--- src/rtl/i2c_eng_pkg.sv ---
package i2c_eng_pkg;
  typedef enum logic [1:0] {
    OP_IDLE  = 2'd0,
    OP_WRITE = 2'd1,
    OP_READ  = 2'd2
  } op_e;
endpackage

--- src/rtl/i2c_eng_seq.sv ---
module i2c_eng_seq
  import i2c_eng_pkg::*;
#(
  parameter int DW = 8
) (
  input  logic clk,
  input  logic rst_n,
  input  logic start_wr,
  input  logic start_rd,
  input  logic nack_in,
  input  logic tick,
  input  logic sda_in,
  input  logic tx_msb,
  output logic busy,
  output logic scl_oe,
  output logic sda_oe,
  output logic shift_en,
  output logic shift_bit,
  output logic set_wif,
  output logic set_rif,
  output logic set_arb,
  output logic set_berr
);
  localparam int CW = $clog2(DW + 1);
  localparam logic [CW-1:0] LAST = CW'(DW);

  op_e           op_q, op_d;
  logic          ph_q, ph_d;
  logic [CW-1:0] slot_q, slot_d;
  logic          smp_q, smp_d;
  logic          lost_q, lost_d;
  logic          nack_q, nack_d;

  logic drive_slot, want_one, end_bit, glitch, arb_hit, last;

  always_comb begin
    busy       = (op_q != OP_IDLE);
    last       = (slot_q == LAST);
    drive_slot = ((op_q == OP_WRITE) && (slot_q < LAST)) ||
                 ((op_q == OP_READ) && (slot_q == '0));
    want_one   = (op_q == OP_WRITE) ? (lost_q | tx_msb) : nack_q;
    end_bit    = busy & tick & ph_q;
    glitch     = end_bit & (sda_in != smp_q);
    arb_hit    = end_bit & ~glitch & drive_slot & want_one & ~smp_q;
    shift_en   = end_bit & ~glitch &
                 (((op_q == OP_WRITE) && !last) || ((op_q == OP_READ) && (slot_q != '0)));
    shift_bit  = smp_q;
    set_berr   = glitch;
    set_arb    = arb_hit;
    set_wif    = glitch | (arb_hit & (op_q == OP_READ)) |
                 (end_bit & ~glitch & last & (op_q == OP_WRITE));
    set_rif    = end_bit & ~glitch & last & (op_q == OP_READ);
    scl_oe     = ~busy | ~ph_q;
    sda_oe     = busy & drive_slot & ~want_one;
  end

  always_comb begin
    op_d   = op_q;
    ph_d   = ph_q;
    slot_d = slot_q;
    smp_d  = smp_q;
    lost_d = lost_q;
    nack_d = nack_q;
    if (start_wr) begin
      op_d   = OP_WRITE;
      ph_d   = 1'b0;
      slot_d = '0;
      lost_d = 1'b0;
    end else if (start_rd) begin
      op_d   = OP_READ;
      ph_d   = 1'b0;
      slot_d = '0;
      lost_d = 1'b0;
      nack_d = nack_in;
    end else if (busy && tick) begin
      if (!ph_q) begin
        ph_d  = 1'b1;
        smp_d = sda_in;
      end else begin
        ph_d = 1'b0;
        if (glitch || (arb_hit && (op_q == OP_READ)) || last) begin
          op_d = OP_IDLE;
        end else begin
          slot_d = slot_q + 1'b1;
          if (arb_hit) lost_d = 1'b1;
        end
      end
    end
  end

  always_ff @(posedge clk or negedge rst_n) begin
    if (!rst_n) begin
      op_q   <= OP_IDLE;
      ph_q   <= 1'b0;
      slot_q <= '0;
      smp_q  <= 1'b1;
      lost_q <= 1'b0;
      nack_q <= 1'b0;
    end else begin
      op_q   <= op_d;
      ph_q   <= ph_d;
      slot_q <= slot_d;
      smp_q  <= smp_d;
      lost_q <= lost_d;
      nack_q <= nack_d;
    end
  end
endmodule

--- src/rtl/i2c_eng_shreg.sv ---
module i2c_eng_shreg #(
  parameter int DW = 8
) (
  input  logic          clk,
  input  logic          rst_n,
  input  logic          load,
  input  logic [DW-1:0] load_val,
  input  logic          shift,
  input  logic          in_bit,
  output logic [DW-1:0] q
);
  logic [DW-1:0] q_d;
  logic          en;

  always_comb begin
    en  = load | shift;
    q_d = load ? load_val : {q[DW-2:0], in_bit};
  end

  always_ff @(posedge clk or negedge rst_n) begin
    if (!rst_n)  q <= '0;
    else if (en) q <= q_d;
  end
endmodule

--- src/rtl/i2c_eng_flags.sv ---
module i2c_eng_flags (
  input  logic clk,
  input  logic rst_n,
  input  logic access,
  input  logic set_wif,
  input  logic set_rif,
  input  logic set_arb,
  input  logic set_berr,
  input  logic arb_clr,
  input  logic berr_clr,
  output logic wif,
  output logic rif,
  output logic arb_lost,
  output logic bus_err
);
  logic wif_d, rif_d, arb_d, berr_d;

  always_comb begin
    wif_d  = access ? 1'b0 : (set_wif ? 1'b1 : (set_rif ? 1'b0 : wif));
    rif_d  = access ? 1'b0 : (set_rif ? 1'b1 : (set_wif ? 1'b0 : rif));
    arb_d  = set_arb  | (arb_lost & ~arb_clr);
    berr_d = set_berr | (bus_err & ~berr_clr);
  end

  always_ff @(posedge clk or negedge rst_n) begin
    if (!rst_n) begin
      wif      <= 1'b0;
      rif      <= 1'b0;
      arb_lost <= 1'b0;
      bus_err  <= 1'b0;
    end else begin
      wif      <= wif_d;
      rif      <= rif_d;
      arb_lost <= arb_d;
      bus_err  <= berr_d;
    end
  end
endmodule

--- src/rtl/i2c_byte_engine.sv ---
module i2c_byte_engine #(
  parameter int DW = 8
) (
  input  logic          clk,
  input  logic          rst_n,
  input  logic          tick,
  input  logic          wr_en,
  input  logic          rd_en,
  input  logic [DW-1:0] wdata,
  input  logic          ack_nack,
  input  logic          arb_clr,
  input  logic          berr_clr,
  input  logic          sda_in,
  output logic          scl_oe,
  output logic          sda_oe,
  output logic [DW-1:0] rdata,
  output logic          hold,
  output logic          wif,
  output logic          rif,
  output logic          arb_lost,
  output logic          bus_err
);
  logic rst_meta, rst_sync_n;
  logic busy, start_wr, start_rd;
  logic shift_en, shift_bit;
  logic set_wif, set_rif, set_arb, set_berr;

  always_ff @(posedge clk or negedge rst_n) begin
    if (!rst_n) begin
      rst_meta   <= 1'b0;
      rst_sync_n <= 1'b0;
    end else begin
      rst_meta   <= 1'b1;
      rst_sync_n <= rst_meta;
    end
  end

  always_comb begin
    hold     = ~busy;
    start_wr = wr_en & ~busy;
    start_rd = rd_en & ~busy & ~wr_en;
  end

  i2c_eng_seq #(.DW(DW)) u_seq (
    .clk       (clk),
    .rst_n     (rst_sync_n),
    .start_wr  (start_wr),
    .start_rd  (start_rd),
    .nack_in   (ack_nack),
    .tick      (tick),
    .sda_in    (sda_in),
    .tx_msb    (rdata[DW-1]),
    .busy      (busy),
    .scl_oe    (scl_oe),
    .sda_oe    (sda_oe),
    .shift_en  (shift_en),
    .shift_bit (shift_bit),
    .set_wif   (set_wif),
    .set_rif   (set_rif),
    .set_arb   (set_arb),
    .set_berr  (set_berr)
  );

  i2c_eng_shreg #(.DW(DW)) u_shreg (
    .clk      (clk),
    .rst_n    (rst_sync_n),
    .load     (start_wr),
    .load_val (wdata),
    .shift    (shift_en),
    .in_bit   (shift_bit),
    .q        (rdata)
  );

  i2c_eng_flags u_flags (
    .clk      (clk),
    .rst_n    (rst_sync_n),
    .access   (start_wr | start_rd),
    .set_wif  (set_wif),
    .set_rif  (set_rif),
    .set_arb  (set_arb),
    .set_berr (set_berr),
    .arb_clr  (arb_clr),
    .berr_clr (berr_clr),
    .wif      (wif),
    .rif      (rif),
    .arb_lost (arb_lost),
    .bus_err  (bus_err)
  );
endmodule

--- config.mk ---
export PLATFORM = sky130hd
export DESIGN_NAME = i2c_byte_engine
export DESIGN_NICKNAME = d
export VERILOG_FILES = /design/src/rtl/i2c_eng_pkg.sv /design/src/rtl/i2c_eng_seq.sv /design/src/rtl/i2c_eng_shreg.sv /design/src/rtl/i2c_eng_flags.sv /design/src/rtl/i2c_byte_engine.sv
export SDC_FILE = /design/constraint.sdc
export NUM_CORES = 1
export LEC_CHECK = 0
export ABC_AREA = 1
export ABC_CLOCK_PERIOD_IN_PS = 1400
export CAP_MARGIN = 20
export CORE_UTILIZATION = 25
export CTS_CLUSTER_DIAMETER = 80
export DETAILED_ROUTE_END_ITERATION = 6
export PLACE_DENSITY_LB_ADDON = 0.2
export SLEW_MARGIN = 10
export SYNTH_ARGS = -nofsm -noshare
export SYNTH_HDL_FRONTEND = slang
export SYNTH_SLANG_ARGS = --single-unit
--- constraint.sdc ---
create_clock -name clk -period 1.4 [get_ports clk]
set_input_delay 0.14 -clock clk [delete_from_list [all_inputs] [get_ports clk]]
set_output_delay 0.14 -clock clk [all_outputs]
set_load 0.01 [all_outputs]
; After elaboration in Yosys (flattened, before gate mapping)
; Cells that the tools add are included.
[word_totals]
ff_bits = 24
input_bits = 17
elab_cells = 109
[classes]
add_sub_neg = 1
magnitude_cmp = 1
eq_ne = 5
muxes = 28
bitwise_logic = 37
reduce_logical = 24
[ops]
columns = operator, count
row1 = $mux 4, 5
row2 = $and 1x1->1, 19
row3 = $mux 1, 17
row4 = $reduce_bool 3->1, 5
row5 = $mux 2, 5
row6 = $not 1->1, 10
row7 = $mux 8, 1
row8 = $or 1x1->1, 8
row9 = $reduce_and 4->1, 2
row10 = $logic_and 1x1->1, 6
row11 = $reduce_and 3->1, 2
row12 = $add 4x1->4 const B, 1
row13 = $eq 4x4->1 const B, 1
row14 = $logic_not 4->1, 1
row15 = $logic_or 1x1->1, 4
row16 = $lt 4x4->1 const B, 1
row17 = $reduce_bool 4->1, 1
row18 = $ne 3x3->1 const B, 1
row19 = $eq 2x1->1 const B, 1
row20 = $eq 2x2->1 const B, 1
row21 = $reduce_and 2->1, 1
row22 = $reduce_bool 2->1, 1
row23 = $logic_not 1->1, 1
row24 = $ne 1x1->1, 1

; Depth between registers and ports, before layout
; Gate-level depths: netlist of the first run.
[logic_depth]
word_depth = 17
depth_mapped = 11
depth_no_buf = 11

; Hierarchy
; A second synthesis of the first run with hierarchy kept.
[unflattened]
cells_unflattened = 177
area_unflattened_um2 = 1396.3
[by_module_without_submodules]
columns = mod, instances, cells_per_inst, area_each_um2, seq_area_each_um2
row1 = i2c_eng_seq, 1, 110, 793.3, 251.5
row2 = i2c_eng_shreg, 1, 44, 374.1, 200.2
row3 = i2c_eng_flags, 1, 14, 147.6, 100.1
row4 = i2c_byte_engine, 1, 9, 81.3, 50.0

; Worst setup path before layout of the first run
; No wires, ideal clock.
[synth_path]
path_kind = register to register
from = register u_seq.slot_q[0]
to = register u_shreg.q[0]
t_arrival_ns = 1.391
required_ns = 1.273
slack_ns = -0.118
path_stages_with_launch = 11
n_path_buf = 0
period_less_slack_ns = 1.518
path_cell_list = dfrtp_1 inv_1 ha_1 inv_1 nor3_2 o21ai_2 nand2_4 nand2_2 inv_2 a22oi_1 o21ai_1
[synth_via]
elab_chain_cells = 6
elab_cells_between_ends = 8
cone_classes = 1 x eq/ne / 2 x bitwise / 5 x reduce/logical
[synth_rtl]
columns = element, line_no
row1 = from (decl), i2c_eng_seq.sv:29  ; logic [CW-1:0] slot_q, slot_d;
row2 = from (signal assigned), i2c_eng_seq.sv:102  ; slot_q <= slot_d;
row3 = $eq 4x4->1, i2c_eng_seq.sv:38  ; last = (slot_q == LAST);
row4 = $logic_not 1->1, i2c_eng_seq.sv:46  ; (((op_q == OP_WRITE) && !last) || ((op_q == OP_READ) && (slot_q != '0)));
row5 = $logic_and 1x1->1, i2c_eng_seq.sv:46
row6 = $logic_or 1x1->1 (*), i2c_eng_seq.sv:46
row7 = $and 1x1->1 (*), i2c_eng_seq.sv:45  ; shift_en = end_bit & ~glitch &
row8 = $or 1x1->1 (*), i2c_eng_shreg.sv:16  ; en = load | shift;
row9 = to (signal assigned), i2c_eng_shreg.sv:22  ; else if (en) q <= q_d;
row10 = to (decl), i2c_eng_shreg.sv:10  ; output logic [DW-1:0] q
; Every way passes the cells marked *; elsewhere a longest branch is shown, timed or not.
; A chain may end at the register's enable or synchronous reset.

; Worst setup path in the final report of the first run
[layout_path]
from = register u_seq.slot_q[0]
to = register u_seq.slot_q[0]
[layout_via]
elab_chain_cells = 11
elab_cells_between_ends = 20
cone_classes = 1 x add/sub / 1 x order compare / 2 x eq/ne / 5 x mux / 3 x bitwise / 8 x reduce/logical
[layout_rtl]
columns = element, line_no
row1 = $lt 4x4->1 / $logic_not 4->1 (equally long branches), "i2c_eng_seq.sv:39, i2c_eng_seq.sv:40"
row2 = $logic_and 1x1->1 (on tied branches), "i2c_eng_seq.sv:39, i2c_eng_seq.sv:40"
row3 = $logic_or 1x1->1, i2c_eng_seq.sv:39  ; drive_slot = ((op_q == OP_WRITE) && (slot_q < LAST)) ||
row4 = $and 1x1->1 (3 in a row), i2c_eng_seq.sv:44  ; arb_hit = end_bit & ~glitch & drive_slot & want_one & ~smp_q;
row5 = $logic_and 1x1->1, i2c_eng_seq.sv:81  ; if (glitch || (arb_hit && (op_q == OP_READ)) || last) begin
row6 = $logic_or 1x1->1 (2 in a row), i2c_eng_seq.sv:81
row7 = $ne 3x3->1 (no source line), -
row8 = $reduce_and 3->1 (no source line), -
; Parallel ways exist; a longest one is shown, timed or not. The select of a mux whose other input is x is not followed.

==> results list, run 1 <==
- Run status: complete, but fails checks
- The final reports fail on setup timing.
- Once detailed placement completed, the half-perimeter wirelength came to 2.55 mm.
- Worst-Skew Late Latency: roughly 0.27 ns
- At the end of routability-driven placement, the weighted congestion stood at between 0.7 and 0.8.
- Wirelength per Cell: 11.0 µm
- Final count of pins violating max slew: 0
- The die covers ~5600 µm².
* Sum of overflow across all layers after global routing: 0
- In this run, synthesis inferred 0 flip-flops with an integrated enable.
- Buffers from clock root to sink, at most: 2
* All-layer global routing usage: 0.132
* Critical path class: reg2reg
- The count of buffers added on input and output ports is 31.
- TritonCTS built the clock tree.
- Setup repair after global routing missed its margin: yes
- Combined area of all synthesized cells: 1330 µm²
* Worst path required time: approximately 1.6 ns
- List of cells traversed by the critical path: inv_2 -> ha_4 -> inv_2 -> nor3_4 -> buf_4 -> inv_2 -> nand4_1 -> nand2_2 -> nand3_2 -> nand2_1
* Final antenna-violating net count: 0
- The initial utilization of the core area, before any placement, comes to 0.260.
- Worst path most repeated cell: sky130_fd_sc_hd__inv_2
- Final setup margin: -0.134 ns
- Synthesized instance count: 162
- Final Skew: around 0.0027 ns
* Maximum number of pins on one net before global-route repair: 23
- The number of hold-slack violations in the final timing report came to 0.
* Antenna diode count: 0
- The worst setup path is launched from a register.
- The share of total power dissipated in sequential elements is 0.245.
- Share of total power consumed by net switching: 0.410
- Avg Cell Area, Syn: roughly 8 µm²
- Number of I/O pins: 32
- Across all layers, the routed design uses around 1300 vias.
* CTS root buffer: sky130_fd_sc_hd__clkbuf_8
- The via count of the first global-routing pass was approximately 1300.
- Routed length on met3: ~150 µm
- The die is 74.9 µm tall.
* Clock transition at path regs: 0.09 ns
- Subtracting the final worst setup slack from the clock period gives roughly 1.5 ns.
- Number of hold buffers added after CTS: 0
- Maximum vdd ir drop: approximately 720 µV
- For this run, the register share of the synthesized area comes to 0.453.
- Static timing analysis puts the maximum clock frequency at 652 MHz.
- Power share of the clock group: 0.132
- Unique masters post-synth: 30
- Yosys warning total: 0
- Area of the placeable core: 5110 µm²
- From synthesis to final layout, the design area changed by 73.7%.
- Cell internal power dissipation: around 2.8 mW
- Across all register-to-register paths, the minimum setup slack is -0.13 ns.
- Num CTS Buffers: 3
- Final Power: between 4 and 5 mW
- For this design the static power due to leakage is between 1 and 1.5 nW.
- Met2 wire length: approximately 1.6 mm
- Data arrives at the worst endpoint at 1.71 ns.
* Largest stage delay on the critical path: roughly 0.40 ns
- For this design the total switching power over the nets is 1.93 mW.
- Routed signal wires occupy layers up through met4.
- Async set or reset register ratio after synthesis: 1.00
* # Max-Cap Violations: 0
- After detailed routing, the number of remaining DRC violations is 0.
- After detailed routing, the wire length on met1 is ~1.6 mm.
- The first TritonRoute pass finished after 4 iterations.
- The number of antenna violations at the first check in global routing came to 0.
- Vias/cell: ~4.2
* Share of cells above drive strength 1: 0.444
- In this run the worst hold path is classified as in2async.
- Final setup violation count: 16
* Number of flip-flops and latches in the synthesized netlist: 24
- Total Wirelength: around 3.4 mm
- Prior to clock tree synthesis, the placed netlist has a worst setup slack of -0.230 ns.
- Slowest library cell on the worst path: sky130_fd_sc_hd__dfrtp_1
- Dividing total power by cell area gives a power density of between 2000 and 2500 nW/µm².
* # rows: 26
- The endpoint identified for the worst register-to-register timing path is u_seq.slot_q[0]$_DFFE_PN0P_.
- Reg2reg start: u_seq.slot_q[0]$_DFFE_PN0P_
- The number of nets in the synthesized netlist is 181.
- Total clock sinks: 24
* Sort of element at the end of the critical path: register
- Worst R2R Path Depth: 10
* Largest fanout of any net on the critical path: 5
- Clock H-tree levels: 1
- Final critical-path share of the clock period: 1.10
- Net total in the final layout: ~260
* Most frequently used flop master after synthesis: sky130_fd_sc_hd__dfrtp_1
- Of the total power, combinational logic draws 0.623.
- Drt initial violations: 34
- Global-route wire length before repair: roughly 5.6 mm
- The die is roughly 75 µm wide.
-- how the worst max path moves through the flow --
stage | cells after the start | slack [ns] | start | to
after floorplan | 10 | -0.09 | u_seq.slot_q[0]$_DFFE_PN0P_ | u_shreg.q[0]$_DFFE_PN0P_
after global placement | 10 | -0.21 | sda_in | u_seq.lost_q$_DFFE_PN0P_
after detailed placement | 10 | -0.23 | sda_in | u_seq.lost_q$_DFFE_PN0P_
after CTS | 9 | -0.12 | u_seq.shift_bit$_DFFE_PN1P_ | u_seq.lost_q$_DFFE_PN0P_
after global routing | 10 | -0.23 | u_seq.op_q[0]$_DFFE_PN0P_ | u_seq.slot_q[0]$_DFFE_PN0P_
final | 10 | -0.13 | u_seq.slot_q[0]$_DFFE_PN0P_ | u_seq.slot_q[0]$_DFFE_PN0P_
-- cells by family after synthesis --
logic type	after synthesis	synth area share
and+or+nand+nor	93	0.371
buffers and inverters	26	0.0763
DFF	24	0.453
AOI/OAI and AO/OA	14	0.0650
xor gates and xnor gates	2	0.0132
adders and majority gates	2	0.0188
other	1	0.00282
-- repair_timing --
| action | 4_1_cts | 5_1_grt |
|---|---|---|
| pin swaps | 11 | 12 |
| buffers inserted | 8 | 3 |
| endpoints found under the setup margin | 23 | 22 |
| gates resized for setup | 34 | 22 |
| endpoints found under the hold margin | 0 | 0 |
-- worst max-delay path, delay by kind of cell (launching register included) --
family,cells,cell delay (ns)
fa+ha+maj,1,0.14
buf+inv,4,0.32
simple gates,5,0.57
flops,1,0.40
-- power by group through the flow --
stage               registers (mW)  logic (mW)  clock network [mW]
finish                        1.15        2.93               0.622
detailed placement            1.17        2.41                   0
CTS                           1.15        2.74               0.645
global route                  1.18        3.24               0.668
global placement              1.18        2.41                   0
floorplan                     1.23        1.20                   0
-- per-layer routing --
metal | track usage | up-vias
met5 | 0 | -
met3 | 0.0161 | 4
met4 | 0.0440 | 0
li1 | - | 670
met2 | 0.228 | 26
met1 | 0.172 | 597
-- cell type report --
| type | count | area, µm² |
|---|---|---|
| clock buffers | 3 | 41.3 |
| clock inverters | 1 | 30.0 |
| fillers | 509 | 2800 |
| inverters | 25 | 106 |
| multi-input cells | 112 | 805 |
| flip-flops and latches | 24 | 602 |
| well taps | 70 | 87.6 |
| repair buffers | 74 | 637 |
-- stage by stage --
stage / utilization / hold WS (ns) / instances / cell area (µm²) / setup TNS (ns)
final: 0.452 / 0.0190 / 309 / 2310 / -1.07
after global routing: 0.452 / 0.0180 / 309 / 2310 / -2.86
after CTS: 0.431 / 0.0142 / 307 / 2200 / -1.16
after detailed placement: 0.389 / 0.231 / 295 / 1980 / -3.09
after global placement: 0.389 / 0.226 / 295 / 1980 / -2.72
after floorplan: - / -0.156 / 162 / 1350 / -0.528
-- flip-flops by register name (all words and copies together), names as in the netlist --
name / flops
rst_meta: 1
u_seq.lost_q: 1
u_flags.bus_err: 1
u_flags.rif: 1
u_seq.slot_q: 4
u_seq.op_q: 2
u_flags.arb_lost: 1
u_seq.shift_bit: 1
u_seq.nack_q: 1
rst_sync_n: 1
u_seq.ph_q: 1
u_flags.wif: 1
u_shreg.q: 8
-- cell usage in the layout, fill, tap and decap left out, drive strengths merged --
master | synthesis | routed
ha | 2 | 2
clkdlybuf4s50 | 0 | 26
clkdlybuf4s15 | 0 | 1
o221ai | 1 | 1
nor3 | 1 | 1
dfstp | 1 | 1
dlygate4sd2 | 0 | 1
bufinv | 0 | 1
inv | 25 | 25
nand4 | 4 | 4
o22ai | 1 | 1
and2 | 1 | 1
a22oi | 1 | 1
o211ai | 2 | 2
dlymetal6s2s | 0 | 1
nand3 | 23 | 23
xor2 | 2 | 2
buf | 1 | 45
o21ai | 6 | 6
conb | 1 | 1
nand2 | 53 | 53
clkbuf | 0 | 3
a21oi | 3 | 3
nor2 | 11 | 11
dfrtp | 23 | 23
-- synthesized netlist by cell type, types with 2 or more instances --
master                     instances  share of area
sky130_fd_sc_hd__o211ai_1          2          0.011
sky130_fd_sc_hd__nand2_4           2          0.017
sky130_fd_sc_hd__a21oi_1           3          0.011
sky130_fd_sc_hd__o21ai_1           2         0.0075
sky130_fd_sc_hd__dfrtp_1          23           0.43
sky130_fd_sc_hd__nand2_1          46           0.13
sky130_fd_sc_hd__nand3_2           3          0.023
sky130_fd_sc_hd__o21ai_0           3          0.011
sky130_fd_sc_hd__inv_2            10          0.028
sky130_fd_sc_hd__inv_1            15          0.042
sky130_fd_sc_hd__xor2_1            2          0.013
sky130_fd_sc_hd__nand4_1           3          0.014
sky130_fd_sc_hd__nor2_1            8          0.023
sky130_fd_sc_hd__ha_1              2          0.019
sky130_fd_sc_hd__nand3_1          19          0.072
sky130_fd_sc_hd__nand2_2           5          0.024
Note: power is estimated with default switching activity, not from simulation.
==> run 2: changes to the inputs <==
Settings changed: REMOVE_ABC_BUFFERS set to 1.
==> results list, run 2 (synthesized netlist as in run 1, its figures left out) <==
- Final Power: around 4.6 mW
* Register share of total power: 0.252
- The number of clock buffers added by TritonCTS is 3.
- Clock-pin slew was measured on the worst setup and hold paths at about 0.09 ns.
- The longest clock path from root to sink contains 2 buffers.
- GR Util met1: 0.167
* Reg2reg start: u_seq.op_q[1]$_DFFE_PN0P_
- Fmax: 644 MHz
* Clock H-tree levels: 1
- GR met2 Demand/Resource: 0.253
* Net total in the final layout: around 260
* Largest stage delay on the critical path: ~0.46 ns
- Final critical-path share of the clock period: 1.11
* Maximum vdd ir drop: slightly below 700 µV
* Reg-to-reg slack, setup: -0.15 ns
* Run status: complete, but fails checks
- Switch Pwr: 1.93 mW
* Most common cell after layout, fill and taps aside: sky130_fd_sc_hd__nand2_1
- In the final layout, the share of cells above drive strength 1 is 0.414.
* TritonCTS clock tree: yes
* Category of the worst setup path launch point: register
- Gr busiest metal: met2
* Final weighted congestion of routability-driven global placement: between 0.7 and 0.8
- Chip height: around 75 µm
- List of cells traversed by the critical path: inv_4 -> nor2_4 -> nand3_2 -> nand2_2 -> buf_6 -> nand4_4 -> nand4_1 -> nand2_2 -> nand3_2 -> nand2_1
- The tightest min-delay check is of the in2async type.
* Maximum number of pins on one net before global-route repair: 23
- Setup violations remaining at the end of the flow were counted as 18.
- In the layout the commonest cells are sky130_fd_sc_hd__nand2_1 (40), sky130_fd_sc_hd__buf_4 (37), sky130_fd_sc_hd__clkdlybuf4s50_1 (24).
- In this run the static leakage power is 1.13 nW.
- The number of cells on the worst reg-to-reg path is 10.
- The internal power of the cells totals 2.67 mW.
- Wirelength per Cell: between 10 and 15 µm
- Total Wirelength: roughly 3.6 mm
- The tree is rooted in a sky130_fd_sc_hd__clkbuf_8.
* Leading registers by flop count: u_shreg.q: 8 flops, u_seq.slot_q: 4 flops, u_seq.op_q: 2 flops
* Largest fanout of any net on the critical path: 5
* Worst path required time: 1.57 ns
- The critical path in this run is classified as reg2reg.
* Cell count after placement: about 300
- Power share of the clock group: 0.105
* Via count of the first global-routing pass: about 1300
* Violated checks: setup timing
* Largest delay contributor family on the critical path: simple AND/OR/NAND/NOR gates
* Area of the placeable core: about 5100 µm²
- Number of buffer cells added on primary ports: 31
- HPWL after DPL: roughly 2.6 mm
- Worst-Skew Late Latency: between 0.2 and 0.3 ns
- Dividing the detail-routed via count by the number of cells gives roughly 4.3.
- Worst slack after detailed placement: -0.249 ns
* Flip-flop count of the largest register, all copies and words added: 8
- Fill cells in the final layout number 520.
* # Max-Cap Violations: 0
- The first global-routing pass estimated roughly 5.9 mm of wire.
- Clock skew on the completed layout was measured at 0.00632 ns.
- After routing the design area is about 2300 µm².
- Summing over every cut layer, the via total after detailed routing is about 1300.
* Worst path buffer plus inverter count: 2
- Die area: 5610 µm²
- Setup repair after global routing missed its margin: yes
* Non-filler cells in the finished layout: between 300 and 400
- Number of I/O pins: 32
* All-layer global routing usage: 0.142
- The number of antenna violations at the first check in global routing was 0.
* Sum of overflow across all layers after global routing: 0
- Final hold violation count: 0
* Drt drc: 0
- Post-detailed-placement cell area: 1990 µm²
* # rows: 26
- Drt initial violations: 59
- The tree built by TritonCTS fans out to 24 sinks.
- First-pass iteration count of the detailed router: 4
* End of the worst register-to-register path: u_seq.slot_q[0]$_DFFE_PN0P_
- Sort of element at the end of the critical path: register
- Number of hold buffers added after CTS: 0
- Across all setup checks in the final design, the least slack found is -0.153 ns.
* Final antenna-violating net count: 0
- Comb pwr share: 0.642
* Share of total power consumed by net switching: 0.420
- Slowest library cell on the worst path: sky130_fd_sc_hd__dfrtp_1
- Arrival time of the worst setup path: 1.72 ns
* Biggest register: u_shreg.q
- Fin Hold WS: approximately 0.024 ns
* Die span in x: 74.9 µm
- Final period demand of the worst path: about 1.6 ns
* Met3 global-route usage: 0.0241
* Area growth from synthesis to final layout: 69.4%
- 0 antenna diodes ended up in the layout.
- Initial core utilization: 0.260
* Power Density: approximately 2000 nW/µm²
- Final count of pins violating max slew: 0
run 2: changes by cell type in the layout (fill, tap and decap cells not counted), moves of 3 or more:
cell                      before  now
sky130_fd_sc_hd__nand3_2      11    8
sky130_fd_sc_hd__buf_4        40   37
sky130_fd_sc_hd__nand2_1      37   40
sky130_fd_sc_hd__nand2_2      10    7
sky130_fd_sc_hd__nand3_1       9   13
run 2: cell type report:
class | instances | area [µm²] | area share
Tap cell | 70 | 87.6 | 0.0389
Timing Repair Buffer | 72 | 639 | 0.284
Inverter | 25 | 104 | 0.0461
Multi-Input combinational cell | 112 | 763 | 0.339
Sequential cell | 24 | 602 | 0.267
Clock buffer | 4 | 55.1 | 0.0245
run 2: worst max-delay path by stage:
stage / from / end / slack [ns] / depth (start not counted)
after floorplan: u_seq.slot_q[0]$_DFFE_PN0P_ / u_shreg.q[0]$_DFFE_PN0P_ / -0.12 / 10
after global placement: sda_in / u_seq.slot_q[2]$_DFFE_PN0P_ / -0.22 / 10
after detailed placement: sda_in / u_seq.slot_q[0]$_DFFE_PN0P_ / -0.25 / 10
after CTS: u_seq.op_q[0]$_DFFE_PN0P_ / u_shreg.q[0]$_DFFE_PN0P_ / -0.12 / 10
after global routing: u_seq.op_q[1]$_DFFE_PN0P_ / u_seq.slot_q[0]$_DFFE_PN0P_ / -0.26 / 10
final: u_seq.op_q[1]$_DFFE_PN0P_ / u_seq.slot_q[0]$_DFFE_PN0P_ / -0.15 / 10
run 2: worst register-to-register path, delay by kind of cell (launching register included):
family	cells	cell delay [ns]
buffers and inverters	2	0.19
and+or+nand+nor	8	0.80
DFF	1	0.46
run 2: power by group through the flow:
stage	clock [mW]	sequential [mW]	combinational [mW]
3_3_place_gp	0	1.17	2.48
4_1_cts	0.511	1.16	2.75
2_1_floorplan	0	1.24	1.13
3_5_place_dp	0	1.18	2.48
6_report	0.484	1.16	2.95
5_1_grt	0.533	1.19	3.26
run 2: through the flow:
step / setup TNS (ns) / utilization
global route: -3.23 / 0.441
floorplan: -0.819 / -
global placement: -3.18 / 0.390
finish: -1.46 / 0.441
detailed placement: -3.49 / 0.390
CTS: -1.06 / 0.419
run 2: metal layers:
layer | part of all wire | up-vias | wire, µm
met5 | 0 | - | 0
met4 | 0.016 | 0 | 59
met3 | 0.057 | 5 | 204
met2 | 0.47 | 33 | 1700
met1 | 0.45 | 607 | 1620
li1 | - | 667 | -
run 2: what timing repair did:
| action | 4_1_cts | 5_1_grt |
|---|---|---|
| pin swaps | 9 | 11 |
| setup endpoints to repair | 23 | 25 |
| cloned | 0 | 0 |
| resized for setup | 32 | 24 |
| setup buffers | 2 | 4 |
==> run 3: changes to the inputs <==
Settings changed: HOLD_SLACK_MARGIN set to 0.02.
==> results list, run 3 (synthesized netlist as in run 1, its figures left out) <==
* Fmax: 644 MHz
* Worst path required time: 1.57 ns
- After routing the design area is between 2000 and 2500 µm².
- Number of buffer cells added on primary ports: 31
- Drt initial violations: 52
- After global routing the overflow that remains totals 0.
- # Max-Cap Violations: 0
* Non-filler cells in the finished layout: roughly 310
- Final critical-path share of the clock period: 1.11
- For this run, the total global-route usage over all layers was measured as 0.142.
- Final Power: ~4.6 mW
* Number of I/O pins: 32
- Die span in x: approximately 75 µm
* Final antenna-violating net count: 0
- After filler insertion, the fill cell instance count of the layout stands at 519.
* Share of cells above drive strength 1: 0.412
- Critical path origin: u_seq.op_q[1]$_DFFE_PN0P_
- In this run the worst path has a maximum fanout of 5.
* Number of antenna violations at the first check in global routing: 0
- Initial core utilization: 0.260
* Share of total power consumed by net switching: 0.420
- Met3 global-route usage: 0.0241
- TritonCTS built the clock tree.
* Critical path class: reg2reg
- Clock H-tree levels: 1
- Of the total power, the clock network draws 0.105.
* Net total in the final layout: about 260
- Commonest non-fill, non-tap cells in the layout: sky130_fd_sc_hd__nand2_1 (40), sky130_fd_sc_hd__buf_4 (37), sky130_fd_sc_hd__clkdlybuf4s50_1 (24)
- The number of antenna diodes in the final layout is 0.
- End of the worst register-to-register path: u_seq.slot_q[0]$_DFFE_PN0P_
- Leading registers by flop count: u_shreg.q: 8 flops, u_seq.slot_q: 4 flops, u_seq.op_q: 2 flops
* Final period demand of the worst path: roughly 1.6 ns
- After clock tree synthesis, the clock-pin slew on the worst setup and hold paths is 0.09 ns.
- Sort of element at the end of the critical path: register
- For this run, the detailed router's first-pass iteration total came to 4.
- The flow ran to the end, but the final reports show violations.
- The number of hold-slack violations in the final timing report came to 0.
* Chip height: around 75 µm
- The checks that failed: setup timing.
- The initialized floorplan defines 26 standard-cell rows.
- The worst-case IR drop observed on VDD is 673 µV.
- Setup violations remaining at the end of the flow were counted as 18.
- After layout, the worst setup slack is -0.153 ns.
- Reg-to-reg slack, setup: -0.15 ns
- Area of the placeable core: 5110 µm²
- Measured on the finished design, the core utilization comes to 0.443.
- The final route contains between 1000 and 1500 vias.
- Category of the worst setup path launch point: register
- List of cells traversed by the critical path: inv_4 -> nor2_4 -> nand3_2 -> nand2_2 -> buf_6 -> nand4_4 -> nand4_1 -> nand2_2 -> nand3_2 -> nand2_1
- Register share of total power: 0.252
- Via count of the first global-routing pass: approximately 1300
- In this run the number of cells on the critical path is 10.
* Post-detailed-placement cell area: 1990 µm²
* Total Wirelength: 3.59 mm
* Comb pwr share: 0.643
- The register with the most flip-flops in the layout has 8 of them.
- Global-route wire length before repair: approximately 5.9 mm
* Vias/cell: ~4.3
- Die area: 5610 µm²
- Clock skew on the completed layout was measured at 0.00623 ns.
- Reg2reg start: u_seq.op_q[1]$_DFFE_PN0P_
* Final weighted congestion of routability-driven global placement: approximately 0.75
- Fin Hold WS: between 0.2 and 0.25 ns
- Buffers from clock root to sink, at most: 2
- GR met2 Demand/Resource: 0.253
- The HPWL after detailed placement is around 2.6 mm.
- Internal power comes to 2.67 mW.
- Worst R2R Path Depth: 10
- Timing analysis after detailed placement gives a worst setup slack of -0.249 ns.
* Setup repair after global routing missed its margin: yes
* Power Density: about 2000 nW/µm²
* Slowest library cell on the worst path: sky130_fd_sc_hd__dfrtp_1
- Gr busiest metal: met2
* Area growth from synthesis to final layout: 70.2%
- Worst path buffer plus inverter count: 2
- For this run, global-route usage on met1 was measured as 0.167.
- Arrival time of the worst setup path: 1.72 ns
- The final-report max-slew violation count was 0.
* Maximum number of pins on one net before global-route repair: 23
- For this run, design rule violations remaining after detail routing come to 0.
- CTS root buffer: sky130_fd_sc_hd__clkbuf_8
- In this run the worst hold path is classified as reg2async.
- In this run, placement finished with an instance count of roughly 300.
* Worst Setup EP: u_seq.slot_q[0]$_DFFE_PN0P_
- TritonCTS created 3 clock buffers.
- The library cell used most frequently in the layout, excluding fill and tap cells, is sky130_fd_sc_hd__nand2_1.
- The later pin in the worst-skew pair is clocked with a latency of approximately 0.27 ns.
- For this design the static power due to leakage is 1.14 nW.
- Switch Pwr: slightly below 2 mW
* Biggest register: u_shreg.q
- For this run, the slowest stage of the critical path takes ~0.46 ns.
- Total clock sinks: 24
- Wirelength per Cell: between 10 and 15 µm
* Largest delay contributor family on the critical path: simple AND/OR/NAND/NOR gates
- After routing, the total negative slack on setup checks comes to -1.46 ns.
[run 3: cell count changes in the layout (fill, tap and decap cells not counted)]
cell                            before  now
sky130_fd_sc_hd__dlygate4sd3_1       0    1
[run 3: area by class of cell]
class                      count  area (µm²)  share of cell area
multi-input combinational    112         763               0.338
tap                           70        87.6              0.0387
inverter                      25         104              0.0459
timing repair buffer          73         649               0.287
clock buffer                   4        55.1              0.0243
sequential                    24         602               0.266
[run 3: what timing repair did]
item	4_1_cts	5_1_grt
gates resized for setup	32	24
pin swaps	9	11
buffers inserted	2	4
hold buffers	1	0
endpoints found under the hold margin	2	0
setup endpoints to repair	23	25
[run 3: worst min-delay path by stage]
stage                              start                        to  slack, ns  cells after the start
global route        rst_sync_n$_DFF_PN0_  u_shreg.q[3]$_DFFE_PN0P_       0.27                      1
finish              rst_sync_n$_DFF_PN0_  u_shreg.q[3]$_DFFE_PN0P_       0.22                      1
global placement    rst_sync_n$_DFF_PN0_  u_shreg.q[4]$_DFFE_PN0P_       0.23                      1
detailed placement  rst_sync_n$_DFF_PN0_  u_shreg.q[4]$_DFFE_PN0P_       0.24                      1
CTS                 rst_sync_n$_DFF_PN0_  u_shreg.q[3]$_DFFE_PN0P_       0.25                      1
floorplan                          rst_n        rst_meta$_DFF_PN0_      -0.16                      0
[run 3: worst reg2reg max path, cell delays in order (launching register included)]
cell,delay (ns)
sky130_fd_sc_hd__dfrtp_1,0.46
sky130_fd_sc_hd__inv_4,0.09
sky130_fd_sc_hd__nor2_4,0.13
sky130_fd_sc_hd__nand3_2,0.07
sky130_fd_sc_hd__nand2_2,0.09
sky130_fd_sc_hd__buf_6,0.10
sky130_fd_sc_hd__nand4_4,0.11
sky130_fd_sc_hd__nand4_1,0.11
sky130_fd_sc_hd__nand2_2,0.13
sky130_fd_sc_hd__nand3_2,0.10
sky130_fd_sc_hd__nand2_1,0.06
[run 3: routing by layer]
| metal | wire [µm] | part of all wire |
|---|---|---|
| met1 | 1630 | 0.45 |
| met2 | 1710 | 0.47 |
| met3 | 204 | 0.057 |
| met4 | 59 | 0.016 |
| met5 | 0 | 0 |
[run 3: power groups by stage]
stage / registers [mW] / clock network [mW] / logic, mW
4_1_cts: 1.16 / 0.511 / 2.75
6_report: 1.16 / 0.484 / 2.96
5_1_grt: 1.19 / 0.533 / 3.26
3_5_place_dp: 1.18 / 0 / 2.48
2_1_floorplan: 1.24 / 0 / 1.13
3_3_place_gp: 1.17 / 0 / 2.48
